==> config.mk <==
export PLATFORM = sky130hd
export DESIGN_NAME = i2c_bit_timer
export DESIGN_NICKNAME = d
export VERILOG_FILES = /design/src/rtl/i2c_bit_timer_pkg.sv /design/src/rtl/i2c_bit_timer_table.sv /design/src/rtl/i2c_bit_timer_dp.sv /design/src/rtl/i2c_bit_timer_ctl.sv /design/src/rtl/i2c_bit_timer.sv
export SDC_FILE = /design/constraint.sdc
export NUM_CORES = 1
export LEC_CHECK = 0
export BUFFER_PORTS_ARGS = -buffer_cell sky130_fd_sc_hd__buf_2
export CAP_MARGIN = 20
export CORE_ASPECT_RATIO = 1.5
export CORE_UTILIZATION = 60
export CTS_BUF_LIST = sky130_fd_sc_hd__clkbuf_4 sky130_fd_sc_hd__clkbuf_8 sky130_fd_sc_hd__clkbuf_16
export CTS_CLUSTER_DIAMETER = 50
export CTS_CLUSTER_SIZE = 12
export DETAILED_ROUTE_END_ITERATION = 10
export GPL_ROUTABILITY_DRIVEN = 0
export HOLD_SLACK_MARGIN = 0.05
export PLACE_DENSITY = 0.78
export SLEW_MARGIN = 10
export SYNTH_ARGS = -nofsm -noshare
export SYNTH_HDL_FRONTEND = slang
export SYNTH_SLANG_ARGS = --single-unit
export TNS_END_PERCENT = 50
==> constraint.sdc <==
create_clock -name clk -period 16.2 [get_ports clk]
set_input_delay 3.24 -clock clk [delete_from_list [all_inputs] [get_ports clk]]
set_output_delay 3.24 -clock clk [all_outputs]
set_load 0.005 [all_outputs]
==> src/rtl/i2c_bit_timer_pkg.sv <==
package i2c_bit_timer_pkg;

  typedef enum logic [1:0] {
    CMD_START = 2'b00,
    CMD_STOP  = 2'b01,
    CMD_WRITE = 2'b10,
    CMD_READ  = 2'b11
  } cmd_e;

  typedef enum logic [1:0] {
    ST_IDLE = 2'd0,
    ST_LOW  = 2'd1,
    ST_HIGH = 2'd2,
    ST_HOLD = 2'd3
  } state_e;

  // control -> datapath strobes
  typedef struct packed {
    logic cntClr;
    logic idle;
    logic finish;
    logic sample;
  } strobe_t;

  // datapath -> control compare flags
  typedef struct packed {
    logic atHold;
    logic atLow;
    logic atHigh;
    logic atMid;
    logic atStart;
    logic atStop;
  } flags_t;

endpackage

==> src/rtl/i2c_bit_timer_table.sv <==
module i2c_bit_timer_table #(
  parameter int IDX_W    = 6,
  parameter int VAL_W    = 9,
  parameter int DIV_BASE = 20,
  parameter int DIV_STEP = 4
) (
  input  logic [IDX_W-1:0] idx,
  output logic [VAL_W-1:0] divVal,
  output logic [VAL_W-1:0] sdaHoldVal,
  output logic [VAL_W-1:0] startHoldVal,
  output logic [VAL_W-1:0] stopHoldVal
);
  localparam int SDA_BASE   = 1;
  localparam int START_BASE = 4;
  localparam int STOP_BASE  = 5;

  // Rows are computed, not stored: divider grows by a fixed step, holds stay
  // below half the divider for every index.
  assign divVal       = VAL_W'(DIV_BASE) + VAL_W'(idx) * VAL_W'(DIV_STEP);
  assign sdaHoldVal   = VAL_W'(SDA_BASE) + VAL_W'(idx >> 1);
  assign startHoldVal = VAL_W'(START_BASE) + VAL_W'(idx);
  assign stopHoldVal  = VAL_W'(STOP_BASE) + VAL_W'(idx);

  always_comb begin
    assert (startHoldVal < (divVal >> 1) && stopHoldVal < (divVal >> 1))
      else $error("p_hold_below_half_r2: hold not below half divider");
  end
endmodule

==> src/rtl/i2c_bit_timer_dp.sv <==
module i2c_bit_timer_dp
  import i2c_bit_timer_pkg::*;
#(
  parameter int IDX_W    = 6,
  parameter int MULT_W   = 2,
  parameter int DIV_BASE = 20,
  parameter int DIV_STEP = 4
) (
  input  logic                    clk,
  input  logic                    rstN,
  input  logic                    cfgWrEn,
  input  logic [MULT_W+IDX_W-1:0] cfgWrData,
  input  logic                    sdaIn,
  input  strobe_t                 strb,
  output flags_t                  flags,
  output logic                    sampledBit,
  output logic                    cfgErr
);
  localparam int CFG_W  = MULT_W + IDX_W;
  localparam int VAL_W  = $clog2(DIV_BASE + DIV_STEP * ((1 << IDX_W) - 1) + 1);
  localparam int MAX_SH = (1 << MULT_W) - 2;
  localparam int CNT_W  = VAL_W + MAX_SH;
  localparam int N_VAL  = 4;

  logic [CFG_W-1:0]  cfgReg, pendCfg, applyVal;
  logic              pendValid, applyEn;
  logic [CNT_W-1:0]  cnt;
  logic [MULT_W-1:0] multCode;
  logic [1:0]        shAmt;
  logic [VAL_W-1:0]  rawVal    [N_VAL];
  logic [CNT_W-1:0]  scaledVal [N_VAL];
  logic [CNT_W-1:0]  lowLen, highLen, midLen;

  // configuration apply / defer
  always_comb begin
    applyEn  = 1'b0;
    applyVal = cfgWrData;
    if (strb.idle && cfgWrEn) begin
      applyEn = 1'b1;
    end else if (strb.finish) begin
      if (cfgWrEn) begin
        applyEn = 1'b1;
      end else if (pendValid) begin
        applyEn  = 1'b1;
        applyVal = pendCfg;
      end
    end
  end

  always_ff @(posedge clk) begin
    if (!rstN) begin
      cfgReg    <= '0;
      pendCfg   <= '0;
      pendValid <= 1'b0;
      cfgErr    <= 1'b0;
    end else begin
      if (applyEn) cfgReg <= applyVal;
      if (applyEn && (applyVal[CFG_W-1 -: MULT_W] == {MULT_W{1'b1}})) cfgErr <= 1'b1;
      if (strb.finish) begin
        pendValid <= 1'b0;
      end else if (cfgWrEn && !strb.idle) begin
        pendValid <= 1'b1;
        pendCfg   <= cfgWrData;
      end
    end
  end

  // multiplier code -> shift; reserved code behaves as x1
  assign multCode = cfgReg[CFG_W-1 -: MULT_W];
  always_comb begin
    if (multCode == {MULT_W{1'b1}}) shAmt = 2'd0;
    else                            shAmt = 2'(multCode);
  end

  i2c_bit_timer_table #(
    .IDX_W(IDX_W), .VAL_W(VAL_W), .DIV_BASE(DIV_BASE), .DIV_STEP(DIV_STEP)
  ) u_table (
    .idx          (cfgReg[IDX_W-1:0]),
    .divVal       (rawVal[0]),
    .sdaHoldVal   (rawVal[1]),
    .startHoldVal (rawVal[2]),
    .stopHoldVal  (rawVal[3])
  );

  for (genvar g = 0; g < N_VAL; g++) begin : g_scale
    assign scaledVal[g] = CNT_W'(rawVal[g]) << shAmt;
  end

  assign lowLen  = scaledVal[0] >> 1;
  assign highLen = scaledVal[0] - lowLen;
  assign midLen  = highLen >> 1;

  // phase counter
  always_ff @(posedge clk) begin
    if (!rstN)            cnt <= '0;
    else if (strb.cntClr) cnt <= '0;
    else                  cnt <= cnt + CNT_W'(1);
  end

  assign flags.atHold  = (cnt == scaledVal[1] - CNT_W'(1));
  assign flags.atLow   = (cnt == lowLen - CNT_W'(1));
  assign flags.atHigh  = (cnt == highLen - CNT_W'(1));
  assign flags.atMid   = (cnt == midLen - CNT_W'(1));
  assign flags.atStart = (cnt == scaledVal[2] - CNT_W'(1));
  assign flags.atStop  = (cnt == scaledVal[3] - CNT_W'(1));

  always_ff @(posedge clk) begin
    if (!rstN)            sampledBit <= 1'b0;
    else if (strb.sample) sampledBit <= sdaIn;
  end

  p_cfg_frozen_busy_r9: assert property (@(posedge clk) disable iff (!rstN)
    (!strb.idle && !strb.finish) |=> $stable(cfgReg));
  p_err_sticky_r10: assert property (@(posedge clk) disable iff (!rstN)
    cfgErr |=> cfgErr);
  p_reserved_flags_r10: assert property (@(posedge clk) disable iff (!rstN)
    (multCode == {MULT_W{1'b1}}) |-> cfgErr);
endmodule

==> src/rtl/i2c_bit_timer_ctl.sv <==
module i2c_bit_timer_ctl
  import i2c_bit_timer_pkg::*;
(
  input  logic       clk,
  input  logic       rstN,
  input  logic       cmdValid,
  input  logic [1:0] cmdKind,
  input  logic       cmdBit,
  input  flags_t     flags,
  input  logic       sampledBit,
  output logic       cmdReady,
  output strobe_t    strb,
  output logic       sclOe,
  output logic       sdaOe,
  output logic       doneValid,
  output logic       doneBit
);
  state_e state;
  cmd_e   kindReg;
  logic   bitReg;

  assign cmdReady = (state == ST_IDLE);

  always_comb begin
    strb      = '0;
    strb.idle = (state == ST_IDLE);
    unique case (state)
      ST_IDLE: strb.cntClr = 1'b1;
      ST_LOW:  strb.cntClr = flags.atLow;
      ST_HIGH: begin
        strb.sample = flags.atMid && (kindReg == CMD_READ);
        strb.cntClr = flags.atHigh && (kindReg == CMD_START);
        strb.finish = flags.atHigh && (kindReg != CMD_START);
      end
      ST_HOLD: strb.finish = (kindReg == CMD_START) ? flags.atStart : flags.atStop;
      default: strb.cntClr = 1'b1;
    endcase
  end

  always_ff @(posedge clk) begin
    if (!rstN) begin
      state     <= ST_IDLE;
      kindReg   <= CMD_START;
      bitReg    <= 1'b0;
      sclOe     <= 1'b0;
      sdaOe     <= 1'b0;
      doneValid <= 1'b0;
      doneBit   <= 1'b0;
    end else begin
      doneValid <= 1'b0;
      unique case (state)
        ST_IDLE: if (cmdValid) begin
          kindReg <= cmd_e'(cmdKind);
          bitReg  <= cmdBit;
          state   <= ST_LOW;
          if (cmd_e'(cmdKind) != CMD_START) sclOe <= 1'b1;
        end
        ST_LOW: begin
          if (flags.atHold) begin
            unique case (kindReg)
              CMD_STOP:  sdaOe <= 1'b1;
              CMD_WRITE: sdaOe <= !bitReg;
              default:   sdaOe <= 1'b0;
            endcase
          end
          if (flags.atLow) begin
            sclOe <= 1'b0;
            state <= (kindReg == CMD_STOP) ? ST_HOLD : ST_HIGH;
          end
        end
        ST_HIGH: if (flags.atHigh) begin
          if (kindReg == CMD_START) begin
            sdaOe <= 1'b1;
            state <= ST_HOLD;
          end else begin
            sclOe <= 1'b1;
            state <= ST_IDLE;
          end
        end
        ST_HOLD: if (strb.finish) begin
          if (kindReg == CMD_START) sclOe <= 1'b1;
          else                      sdaOe <= 1'b0;
          state <= ST_IDLE;
        end
        default: state <= ST_IDLE;
      endcase
      if (strb.finish) begin
        doneValid <= 1'b1;
        doneBit   <= (kindReg == CMD_READ) ? sampledBit : 1'b0;
      end
    end
  end

  p_done_single_r8: assert property (@(posedge clk) disable iff (!rstN)
    doneValid |=> !doneValid);
  p_done_when_ready_r8: assert property (@(posedge clk) disable iff (!rstN)
    doneValid |-> cmdReady);
  p_scl_low_phase_r3: assert property (@(posedge clk) disable iff (!rstN)
    (state == ST_LOW && kindReg != CMD_START) |-> sclOe);
  p_sda_while_scl_low_r4: assert property (@(posedge clk) disable iff (!rstN)
    (!$stable(sdaOe) && !$past(sclOe)) |-> (kindReg == CMD_START || kindReg == CMD_STOP));
endmodule

==> src/rtl/i2c_bit_timer.sv <==
module i2c_bit_timer
  import i2c_bit_timer_pkg::*;
#(
  parameter int IDX_W    = 6,
  parameter int MULT_W   = 2,
  parameter int DIV_BASE = 20,
  parameter int DIV_STEP = 4
) (
  input  logic                    clk,
  input  logic                    rstN,
  input  logic                    cfgWrEn,
  input  logic [MULT_W+IDX_W-1:0] cfgWrData,
  input  logic                    cmdValid,
  output logic                    cmdReady,
  input  logic [1:0]              cmdKind,
  input  logic                    cmdBit,
  input  logic                    sdaIn,
  output logic                    sclOe,
  output logic                    sdaOe,
  output logic                    doneValid,
  output logic                    doneBit,
  output logic                    cfgErr
);
  strobe_t strb;
  flags_t  flags;
  logic    sampledBit;

  i2c_bit_timer_ctl u_ctl (
    .clk        (clk),
    .rstN       (rstN),
    .cmdValid   (cmdValid),
    .cmdKind    (cmdKind),
    .cmdBit     (cmdBit),
    .flags      (flags),
    .sampledBit (sampledBit),
    .cmdReady   (cmdReady),
    .strb       (strb),
    .sclOe      (sclOe),
    .sdaOe      (sdaOe),
    .doneValid  (doneValid),
    .doneBit    (doneBit)
  );

  i2c_bit_timer_dp #(
    .IDX_W(IDX_W), .MULT_W(MULT_W), .DIV_BASE(DIV_BASE), .DIV_STEP(DIV_STEP)
  ) u_dp (
    .clk        (clk),
    .rstN       (rstN),
    .cfgWrEn    (cfgWrEn),
    .cfgWrData  (cfgWrData),
    .sdaIn      (sdaIn),
    .strb       (strb),
    .flags      (flags),
    .sampledBit (sampledBit),
    .cfgErr     (cfgErr)
  );
endmodule

### Word level (Yosys, flattened, before mapping)

Cells that the tools add are included.

| storage, ports and cells | value |
|---|---|
| register bits after elaboration | 39 |
| bits in latches | 0 |
| RAM bits | 0 |
| ROM bits | 0 |
| input bits | 16 |
| output and inout port bits | 6 |
| logic and storage cells | 111 |
| memories | 0 |

| operators by class | value |
|---|---|
| $add $sub $neg | 12 |
| multiply operators | 0 |
| divide/modulo/power cells | 0 |
| magnitude comparators | 0 |
| eq/ne operators | 24 |
| shift-type cells | 4 |
| muxes and demuxes | 36 |
| bitwise gates (word level) | 2 |
| reductions and logical operators | 20 |

Operator list:

| cell | number |
|---|---|
| == test 11 bit | 6 |
| subtractor 11 x 1 -> 11 bit (second input constant) | 4 |
| two-way mux 8 bit | 4 |
| << shifter 7 x 2 -> 11 bit | 2 |
| subtractor 10 x 1 -> 11 bit (second input constant) | 2 |
| two-way mux 1 bit | 20 |
| adder 3 x 6 -> 7 bit (first input constant) | 2 |
| == test 2 bit (second input constant) | 6 |
| two-way mux 2 bit | 6 |
| adder 11 x 1 -> 11 bit (second input constant) | 1 |
| << shifter 6 x 2 -> 11 bit | 1 |
| << shifter 9 x 2 -> 11 bit | 1 |
| subtractor 11 x 10 -> 11 bit | 1 |
| != test 2 x 1 -> 1 bit (second input constant) | 5 |
| != test 2 bit (second input constant) | 5 |
| adder 5 x 8 -> 9 bit (first input constant) | 1 |
| one-hot mux 2 bit (4 select lines) | 1 |
| AND reduction 7 bit | 1 |
| adder 1 x 5 -> 6 bit (first input constant) | 1 |
| logical AND 1 bit | 6 |
| one-hot mux 1 bit (3 select lines) | 2 |
| AND reduction 6 bit | 1 |
| == test 2 x 1 -> 1 bit (second input constant) | 2 |
| zero test 2 bit | 2 |
| other kinds (9) | 15 |

### Logic depth before layout (Yosys ltp)

Gate-level depths: netlist of the first run.

| logic depth | value |
|---|---|
| word-level depth | 12 |
| mapped depth | 22 |

### Hierarchy

From an unflattened synthesis of the first run, not the netlist that was laid out.

| second synthesis, totals | value |
|---|---|
| cell total of the unflattened synthesis | 794 |
| area, all modules | 5875.6 um^2 |

By module, submodules not included:

| module | times used | cells an instance | area each (um^2) | sequential area each (um^2) |
|---|---|---|---|---|
| i2c_bit_timer_dp | 1 | 671 | 4934.7 | 600.6 |
| i2c_bit_timer_ctl | 1 | 70 | 551.8 | 180.2 |
| i2c_bit_timer_table | 1 | 53 | 389.1 | 0.0 |

### Worst setup path before layout of the first run

Ideal clock, no wire load.

| timing | value |
|---|---|
| path type | register to register |
| from | register u_dp.cfgReg[7] |
| to | register u_ctl.state[0] |
| library setup time | 103 ps |
| data arrival time | 5231 ps |
| required time | 16097 ps |
| setup slack | 10865 ps |
| cell stages (with the launch flop) | 19 |
| period minus slack after synthesis | 5335 ps |
| cells stage by stage | dfxtp_1 -> buf_6 -> inv_1 -> clkbuf_1 -> clkbuf_1 -> nor2_1 -> o31ai_1 -> ha_1 -> buf_2 -> nor3b_1 -> a221oi_1 -> or2_2 -> mux2i_1 -> or4_1 -> a31o_2 -> and2_1 -> or4_4 -> a211o_1 -> a2111oi_2 |

| between the ends | value |
|---|---|
| longest elaborated chain between the ends | 10 |

Ends and longest elaborated chain:

| what | RTL line | source |
|---|---|---|
| start, declared | i2c_bit_timer_dp.sv:25 | `logic [CFG_W-1:0] cfgReg, pendCfg, applyVal;` |
| start signal, assigned | i2c_bit_timer_dp.sv:57 | `if (applyEn) cfgReg <= applyVal;` |
| == test 2 bit | i2c_bit_timer_dp.sv:71 | `if (multCode == {MULT_W{1'b1}}) shAmt = 2'd0;` |
| two-way mux 2 bit * | i2c_bit_timer_dp.sv:71 |  |
| << shifter 9 x 2 -> 11 bit | i2c_bit_timer_dp.sv:86 | `assign scaledVal[g] = CNT_W'(rawVal[g]) << shAmt;` |
| subtractor 11 x 10 -> 11 bit | i2c_bit_timer_dp.sv:90 | `assign highLen = scaledVal[0] - lowLen;` |
| subtractor 11 x 1 -> 11 bit | i2c_bit_timer_dp.sv:102 | `assign flags.atHigh = (cnt == highLen - CNT_W'(1));` |
| == test 11 bit | i2c_bit_timer_dp.sv:102 |  |
| logical AND 1 bit | i2c_bit_timer_ctl.sv:33 | `strb.finish = flags.atHigh && (kindReg != CMD_START);` |
| one-hot mux 1 bit (2 select lines) | i2c_bit_timer_ctl.sv:27 | `unique case (state)` |
| != test 2 bit (no source line) | -- |  |
| AND reduction 4 bit (no source line) * | -- |  |
| end signal, assigned | i2c_bit_timer_ctl.sv:68 | `state <= (kindReg == CMD_STOP) ? ST_HOLD : ST_HIGH;` |
| end, declared | i2c_bit_timer_ctl.sv:18 | `state_e state;` |

Mark *: on every way between the ends. The rest lies on a longest branch, timed or not.
A chain may end at the register's enable or synchronous reset.

### Final worst setup path of the first run

| timing | value |
|---|---|
| from | register u_dp.cfgReg[0] |
| to | register u_dp.cfgReg[4] |

| between the ends | value |
|---|---|
| longest elaborated chain between the ends | 9 |

Ends and longest elaborated chain:

| what | RTL line | source |
|---|---|---|
| adder 5 x 8 -> 9 bit | i2c_bit_timer_table.sv:19 | `assign divVal = VAL_W'(DIV_BASE) + VAL_W'(idx) * VAL_W'(DIV_STEP);` |
| << shifter 9 x 2 -> 11 bit | i2c_bit_timer_dp.sv:86 |  |
| subtractor 11 x 10 -> 11 bit | i2c_bit_timer_dp.sv:90 |  |
| subtractor 11 x 1 -> 11 bit | i2c_bit_timer_dp.sv:102 |  |
| == test 11 bit | i2c_bit_timer_dp.sv:102 |  |
| logical AND 1 bit | i2c_bit_timer_ctl.sv:33 |  |
| one-hot mux 1 bit (2 select lines) * | i2c_bit_timer_ctl.sv:27 |  |
| two-way mux 8 bit / two-way mux 1 bit (equally long branches) | i2c_bit_timer_dp.sv:40 | `end else if (strb.finish) begin` |
| two-way mux 8 bit / two-way mux 1 bit (equally long branches) | i2c_bit_timer_dp.sv:38 | `if (strb.idle && cfgWrEn) begin` |

Marked as above.

==> flow_metrics.tcl, run 1 <==
set metrics [dict create \
    grt_max_degree 39 \
    coreArea_um2 8460 \
    cts_hold_buffers 0 \
    cts.htree.levels 2 \
    wl_per_cell_um 19.0 \
    irDropWorstVdd_mv 0.0606 \
    ios 22 \
    cts_buffers 5 \
    p_clk_share_pct 17.0 \
    hold_viol 0 \
    status "complete, no violations" \
    gr-total-overflow 0 \
    pwr_density_cell_nw_per_um2 101 \
    setup_violations 0 \
    arrival_ns 6.63 \
    die-area_um2 9120 \
    synth_cells 703 \
    hold_path.startpoint "u_dp.cfgErr" \
    dr.pass1.iters 5 \
    power_frac_seq_pct 19.9 \
    rsz0062_at_grt "false" \
    cp-end-kind "register" \
    cts_tree "yes" \
    power.leakage_uw 0.00205 \
    startpoint "u_dp.cfgReg[0]" \
    drive_above_1_share_pct 9.70 \
    p_comb_share_pct 63.1 \
    synth_seq_area_share_pct 14.9 \
    hold_path_class "register to register" \
    worstSetupPathType "register to register" \
    async_flop_share_pct 0 \
    synth_top_area_cell "dfxtp_1" \
    path_clk_slew_ns 0.06 \
    grt_pass1_vias 5098 \
    tightest_slew_ns 0.991 \
    fin_crit_ns 6.45 \
    finalWirelength_mm 15.2 \
    maxCapViolations 0 \
    final_max_slew_viol_count 0 \
    postLayoutCellArea_um2 5450 \
    clock_skew_ns 0.00415 \
    cts_root_buffer "clkbuf_16" \
    ys_warn_count 0 \
    syn_to_final_growth_pct 3.96 \
    syn_nets 746 \
    dpl.hpwl_mm 11.8 \
    netlist_top_cells_area "dfxtp_1, xnor2_1, ha_1" \
    synth_ff_type "dfxtp_1" \
    switchingPower_uw 257 \
    antenna_left 0 \
    die-height_um 116 \
    nets 733 \
    grt_first_pass_wirelength_mm 24.5 \
    synth_cell_types 94 \
    routed_via_density 6.83 \
    dpl_cell_area_um2 5300 \
    min_period_over_period_pct 39.8 \
    syn-cell-area_um2 5240 \
    diodes 0 \
    portBuffers 21 \
    die_x_um 78.3 \
    fmax_ghz 0.155 \
    postCtsSetupBuffers 0 \
    rows 41 \
    grt_use_total_pct 34.2 \
    start_kind "register" \
    avgSynthCellArea_um2 7.46 \
    start_util_pct 61.9 \
    clock_sinks 39 \
    fin_tns_setup_ns 0 \
    worstPathMaxFanout 16 \
    clkLatencyLatePin_ns 0.28 \
    dr_total_vias 5448 \
    synth_top_cell_area_share_pct 14.9 \
    switching_share_pct 46.6 \
    cp_data_required_time_ns 16.38 \
    drtIter0Drc 525 \
    drc 0 \
    slew_headroom_pct 33.9 \
    ys_ff_latch 39 \
    r2r_start "u_dp.cfgReg[0]" \
    synth_edf_count 0 \
    antenna_found_initial 0 \
    internal_power_uw 295 \
    cts_resized 0 \
    clock_path_buffers 2 \
]
[state kept, by name, indices dropped and copies added, names as in the netlist, 2 cells and up]
| signal | flops |
|---|---|
| u_dp.pendCfg | 8 |
| u_ctl.kindReg | 2 |
| u_dp.cnt | 11 |
| u_ctl.state | 2 |
| u_dp.cfgReg | 8 |
[kinds of logic (layout without fill, tap and decap cells)]
kind of cell,after synthesis,in the layout,share of synthesized area [%]
flops,39,39,14.9
compound gates,202,202,27.8
buf+inv,79,67,6.47
simple gates,259,259,26.5
fa+ha+maj,27,27,6.45
mux,13,13,2.60
xor+xnor,84,84,15.2
[through the flow]
step / instances / utilization, % / hold WS [ns] / setup slack (ns) / total power (µW)
after floorplan: 703 / - / 0.436 / 10.87 / 385
after global placement: 788 / 62.6 / 0.437 / 9.74 / 437
after detailed placement: 788 / 62.6 / 0.455 / 9.59 / 450
after CTS: 796 / 64.2 / 0.471 / 9.53 / 545
after global routing: 798 / 64.4 / 0.498 / 9.33 / 587
final: 798 / 64.4 / 0.468 / 9.75 / 552
[path summary, 6_finish.rpt]
| path | end | slack, ns | depth (start not counted) |
|---|---|---|---|
| worst max register to register | u_dp.cfgReg[4] | 9.75 | 17 |
| worst min register to register | u_dp.cfgErr | 0.47 | 2 |
| worst min-delay path | u_dp.cfgErr | 0.47 | 2 |
| worst max-delay path | u_dp.cfgReg[4] | 9.75 | 17 |
[area by class of cell]
type / instances / area (µm²)
multi-input combinational: 585 / 4130
fill: 789 / 3020
sequential: 39 / 781
tap: 107 / 134
timing repair buffer: 25 / 133
inverter: 34 / 133
clock buffer: 5 / 125
clock inverter: 3 / 15.0
[worst max-delay path, cell delays in order (launching register included)]
cell	delay [ns]
dfxtp_1	0.75
ha_1	0.40
xnor2_1	0.14
and2_1	0.19
o31ai_1	0.73
ha_1	0.42
inv_1	0.18
a21oi_1	0.16
or3_1	0.45
a211oi_1	0.57
a22o_1	0.24
nand3_1	0.17
xnor2_1	0.24
or4b_1	0.60
o32ai_2	0.44
buf_4	0.29
nand3_1	0.09
a311oi_1	0.27
[synthesized netlist by cell type (all sizes together), types with 13 or more instances]
library cell,n
nor2,43
inv,30
ha,27
nand3,40
o21ai,40
dfxtp,39
xnor2,58
xor2,22
clkbuf,26
a21oi,41
nand4,13
nor3,24
nand2,62
buf,19
[placed cells by master, fill, tap and decap left out, drive strengths merged, types with 8 or more instances in the layout]
cell type / n
nand2b: 8
inv: 30
nand3: 40
nor3: 24
a21o: 8
xor2: 22
nand4: 13
a31oi: 12
xnor2: 58
ha: 27
o21ai: 40
buf: 25
dfxtp: 39
nor4: 8
and3: 8
o31ai: 12
a211oi: 8
mux2i: 8
nand2: 62
nor2: 43
o211ai: 9
a21oi: 41
[power by group through the flow]
stage	sequential (µW)	clock, µW	combinational (µW)
floorplan	105	0	280
global placement	111	0	326
detailed placement	111	0	339
CTS	109	94.7	341
global route	110	98.4	379
finish	110	94.0	348
[metal layers]
layer	GRT usage (%)	vias up	share of wire [%]	wire (µm)
li1	-	2556	-	-
met1	37.5	2560	38	5780
met2	63.8	254	51	7700
met3	3.98	78	5.5	835
met4	18.3	0	5.6	852
met5	0	-	0	0
Power figures use the tool's default switching activity.
==> run 2: changes to the inputs <==
ABC_AREA = 1   (was not set)
clock period = 6.32 ns   (was 16.2 ns; I/O delays follow)
==> run 2 against run 1 <==
Die area decreased by 12%; combinational power increased to 2.9 times the previous value; wire length is 22% lower; global-route usage fell by 2.6 points; fmax increased by 38%; highest routed layer unchanged.
==> flow_metrics.tcl, run 2 <==
set metrics [dict create \
    dr.pass1.iters 4 \
    cts_resized 0 \
    hold_viol 0 \
    slew_headroom_pct 36.2 \
    clkLatencyLatePin_ns 0.30 \
    fin_crit_ns 4.68 \
    irDropWorstVdd_mv 0.237 \
    grt_pass1_vias 4512 \
    r2r_end "u_dp.cnt[3]" \
    p_clk_share_pct 13.5 \
    final_max_slew_viol_count 0 \
    largest_reg_flops 11 \
    p_comb_share_pct 67.0 \
    syn_nets 819 \
    cts_hold_buffers 0 \
    fmax_ghz 0.213 \
    syn_to_final_growth_pct 4.87 \
    antenna_found_initial 0 \
    diodes 0 \
    ios 22 \
    die-height_um 109 \
    rrSetupSlack_ns 1.64 \
    worstSetupPathType "register to register" \
    portBuffers 21 \
    cp-end-kind "register" \
    synth_seq_area_share_pct 17.0 \
    path_clk_slew_ns 0.07 \
    synth.most_common_cell "nand2_1" \
    fin_tns_setup_ns 0 \
    pwr_density_cell_nw_per_um2 315 \
    switching_share_pct 51.5 \
    setup_violations 0 \
    grt_use_total_pct 31.6 \
    async_flop_share_pct 0 \
    arrival_ns 4.89 \
    dpl.hpwl_mm 9.84 \
    synth_top_area_cell "dfxtp_1" \
    finalWirelength_mm 11.9 \
    ys_warn_count 0 \
    wl_per_cell_um 13.5 \
    rows 38 \
    syn-cell-area_um2 4600 \
    rsz0062_at_grt "false" \
    cts.htree.levels 2 \
    power.leakage_uw 0.00241 \
    mostFrequentLayoutCell "nand2_1" \
    layout_common_cells "nand2_1, inv_1, nand3_1, nor2_1, xor2_1" \
    synth_ff_type "dfxtp_1" \
    gr-total-overflow 0 \
    power_frac_seq_pct 19.5 \
    synth_edf_count 0 \
    top_regs "u_dp.cnt (11), u_dp.cfgReg (8), u_dp.pendCfg (8)" \
    top_register "u_dp.cnt" \
    min_period_over_period_pct 74.1 \
    switchingPower_uw 783 \
    grt_max_degree 23 \
    maxCapViolations 0 \
    netlist_top_cells_area "dfxtp_1, nand2_1, inv_1" \
    die-area_um2 8030 \
    routed_via_density 5.46 \
    status "complete, no violations" \
    yosys-top-cells-count "nand2_1, inv_1, nand3_1, nor2_1, xor2_1" \
    r2r_cells 23 \
    finalHoldWorstSlack_ns 0.449 \
    clock_sinks 39 \
    start_util_pct 62.9 \
    coreArea_um2 7320 \
    antenna_left 0 \
    cts_tree "yes" \
    cts_buffers 5 \
    clock_path_buffers 2 \
    internal_power_uw 737 \
    crit_end "u_dp.cnt[3]" \
    startpoint "u_dp.cfgReg[7]" \
    worstPathMaxFanout 22 \
    avgSynthCellArea_um2 5.93 \
    synth_top_cell_area_share_pct 17.0 \
    cp_data_required_time_ns 6.52 \
    tightest_slew_ns 0.956 \
    ys_ff_latch 39 \
    clock_skew_ns 0.00530 \
    dr_total_vias 4831 \
    drc 0 \
    synth_cell_types 42 \
    cts_root_buffer "clkbuf_8" \
    start_kind "register" \
    hold_path_class "register to register" \
    die_x_um 73.5 \
    synth_cells 776 \
    postCtsSetupBuffers 0 \
    grt_first_pass_wirelength_mm 19.7 \
    r2r_start "u_dp.cfgReg[7]" \
    drtIter0Drc 279 \
    drive_above_1_share_pct 10.3 \
    nets 827 \
]
==> run 2: cell type report <==
type	instances	area, µm²
tap	100	125
fill	746	2490
inverter	117	440
clock buffer	6	76.3
sequential	39	781
clock inverter	1	30.0
timing repair buffer	21	105
multi-input combinational	600	3270
==> run 2: worst min path at each step <==
stage | startpoint | end | slack, ns | depth (start not counted)
global route | u_ctl.doneBit | u_ctl.doneBit | 0.47 | 2
detailed placement | u_ctl.doneBit | u_ctl.doneBit | 0.44 | 2
floorplan | u_dp.cnt[0] | u_dp.cnt[0] | 0.43 | 1
finish | u_ctl.doneBit | u_ctl.doneBit | 0.45 | 2
global placement | u_ctl.sclOe | u_ctl.sclOe | 0.44 | 2
CTS | u_ctl.doneBit | u_ctl.doneBit | 0.45 | 2
==> run 2: critical path, cell delays in order, from the launching register on <==
cell	delay [ns]
dfxtp_1	0.41
nand2_2	0.30
inv_1	0.41
a211oi_1	0.09
nor2_1	0.26
inv_1	0.16
ha_1	0.35
inv_1	0.08
a21oi_1	0.22
o21ai_2	0.09
or2_1	0.24
nand2_2	0.10
nand3_1	0.14
a21oi_1	0.17
nand2_1	0.09
nor2_1	0.16
nand3_1	0.09
nand2_1	0.10
nand2_2	0.07
nand2_1	0.07
nand2_2	0.09
nand3_1	0.10
o2111ai_1	0.44
nor3b_1	0.35
==> run 2: metrics by stage <==
stage	power, µW	setup WS, ns	cell area (µm²)	std cells	utilization (%)
after global routing	1680	1.15	4830	884	65.9
after floorplan	1130	2.65	4600	776	-
final	1520	1.64	4830	884	65.9
after CTS	1520	1.73	4830	884	65.9
after global placement	1280	1.86	4720	877	64.5
after detailed placement	1310	1.75	4720	877	64.5
==> run 2: power by group through the flow <==
stage,Combinational (µW),Clock [µW],Sequential [µW]
after floorplan,832,0,294
after CTS,1010,209,296
after global placement,979,0,301
after detailed placement,1010,0,302
final,1020,205,297
after global routing,1160,218,300
==> run 2: cells by family after synthesis <==
family,share of synthesized area [%]
AO/OA/AOI/OAI,11.9
flip-flops,17.0
XOR/XNOR,9.62
multiplexers,0.217
adder cells (fa/ha/maj),7.34
buffers and inverters,12.0
AND/OR/NAND/NOR,41.9
==> run 2: metal layers <==
layer  part of all wire [%]  global-route usage, %  up-vias
met5                      0                      0        -
met4                    5.6                   20.3        0
met3                    3.6                   4.99       49
met2                     51                   56.9      130
met1                     40                   33.2     2156
li1                       -                      -     2496
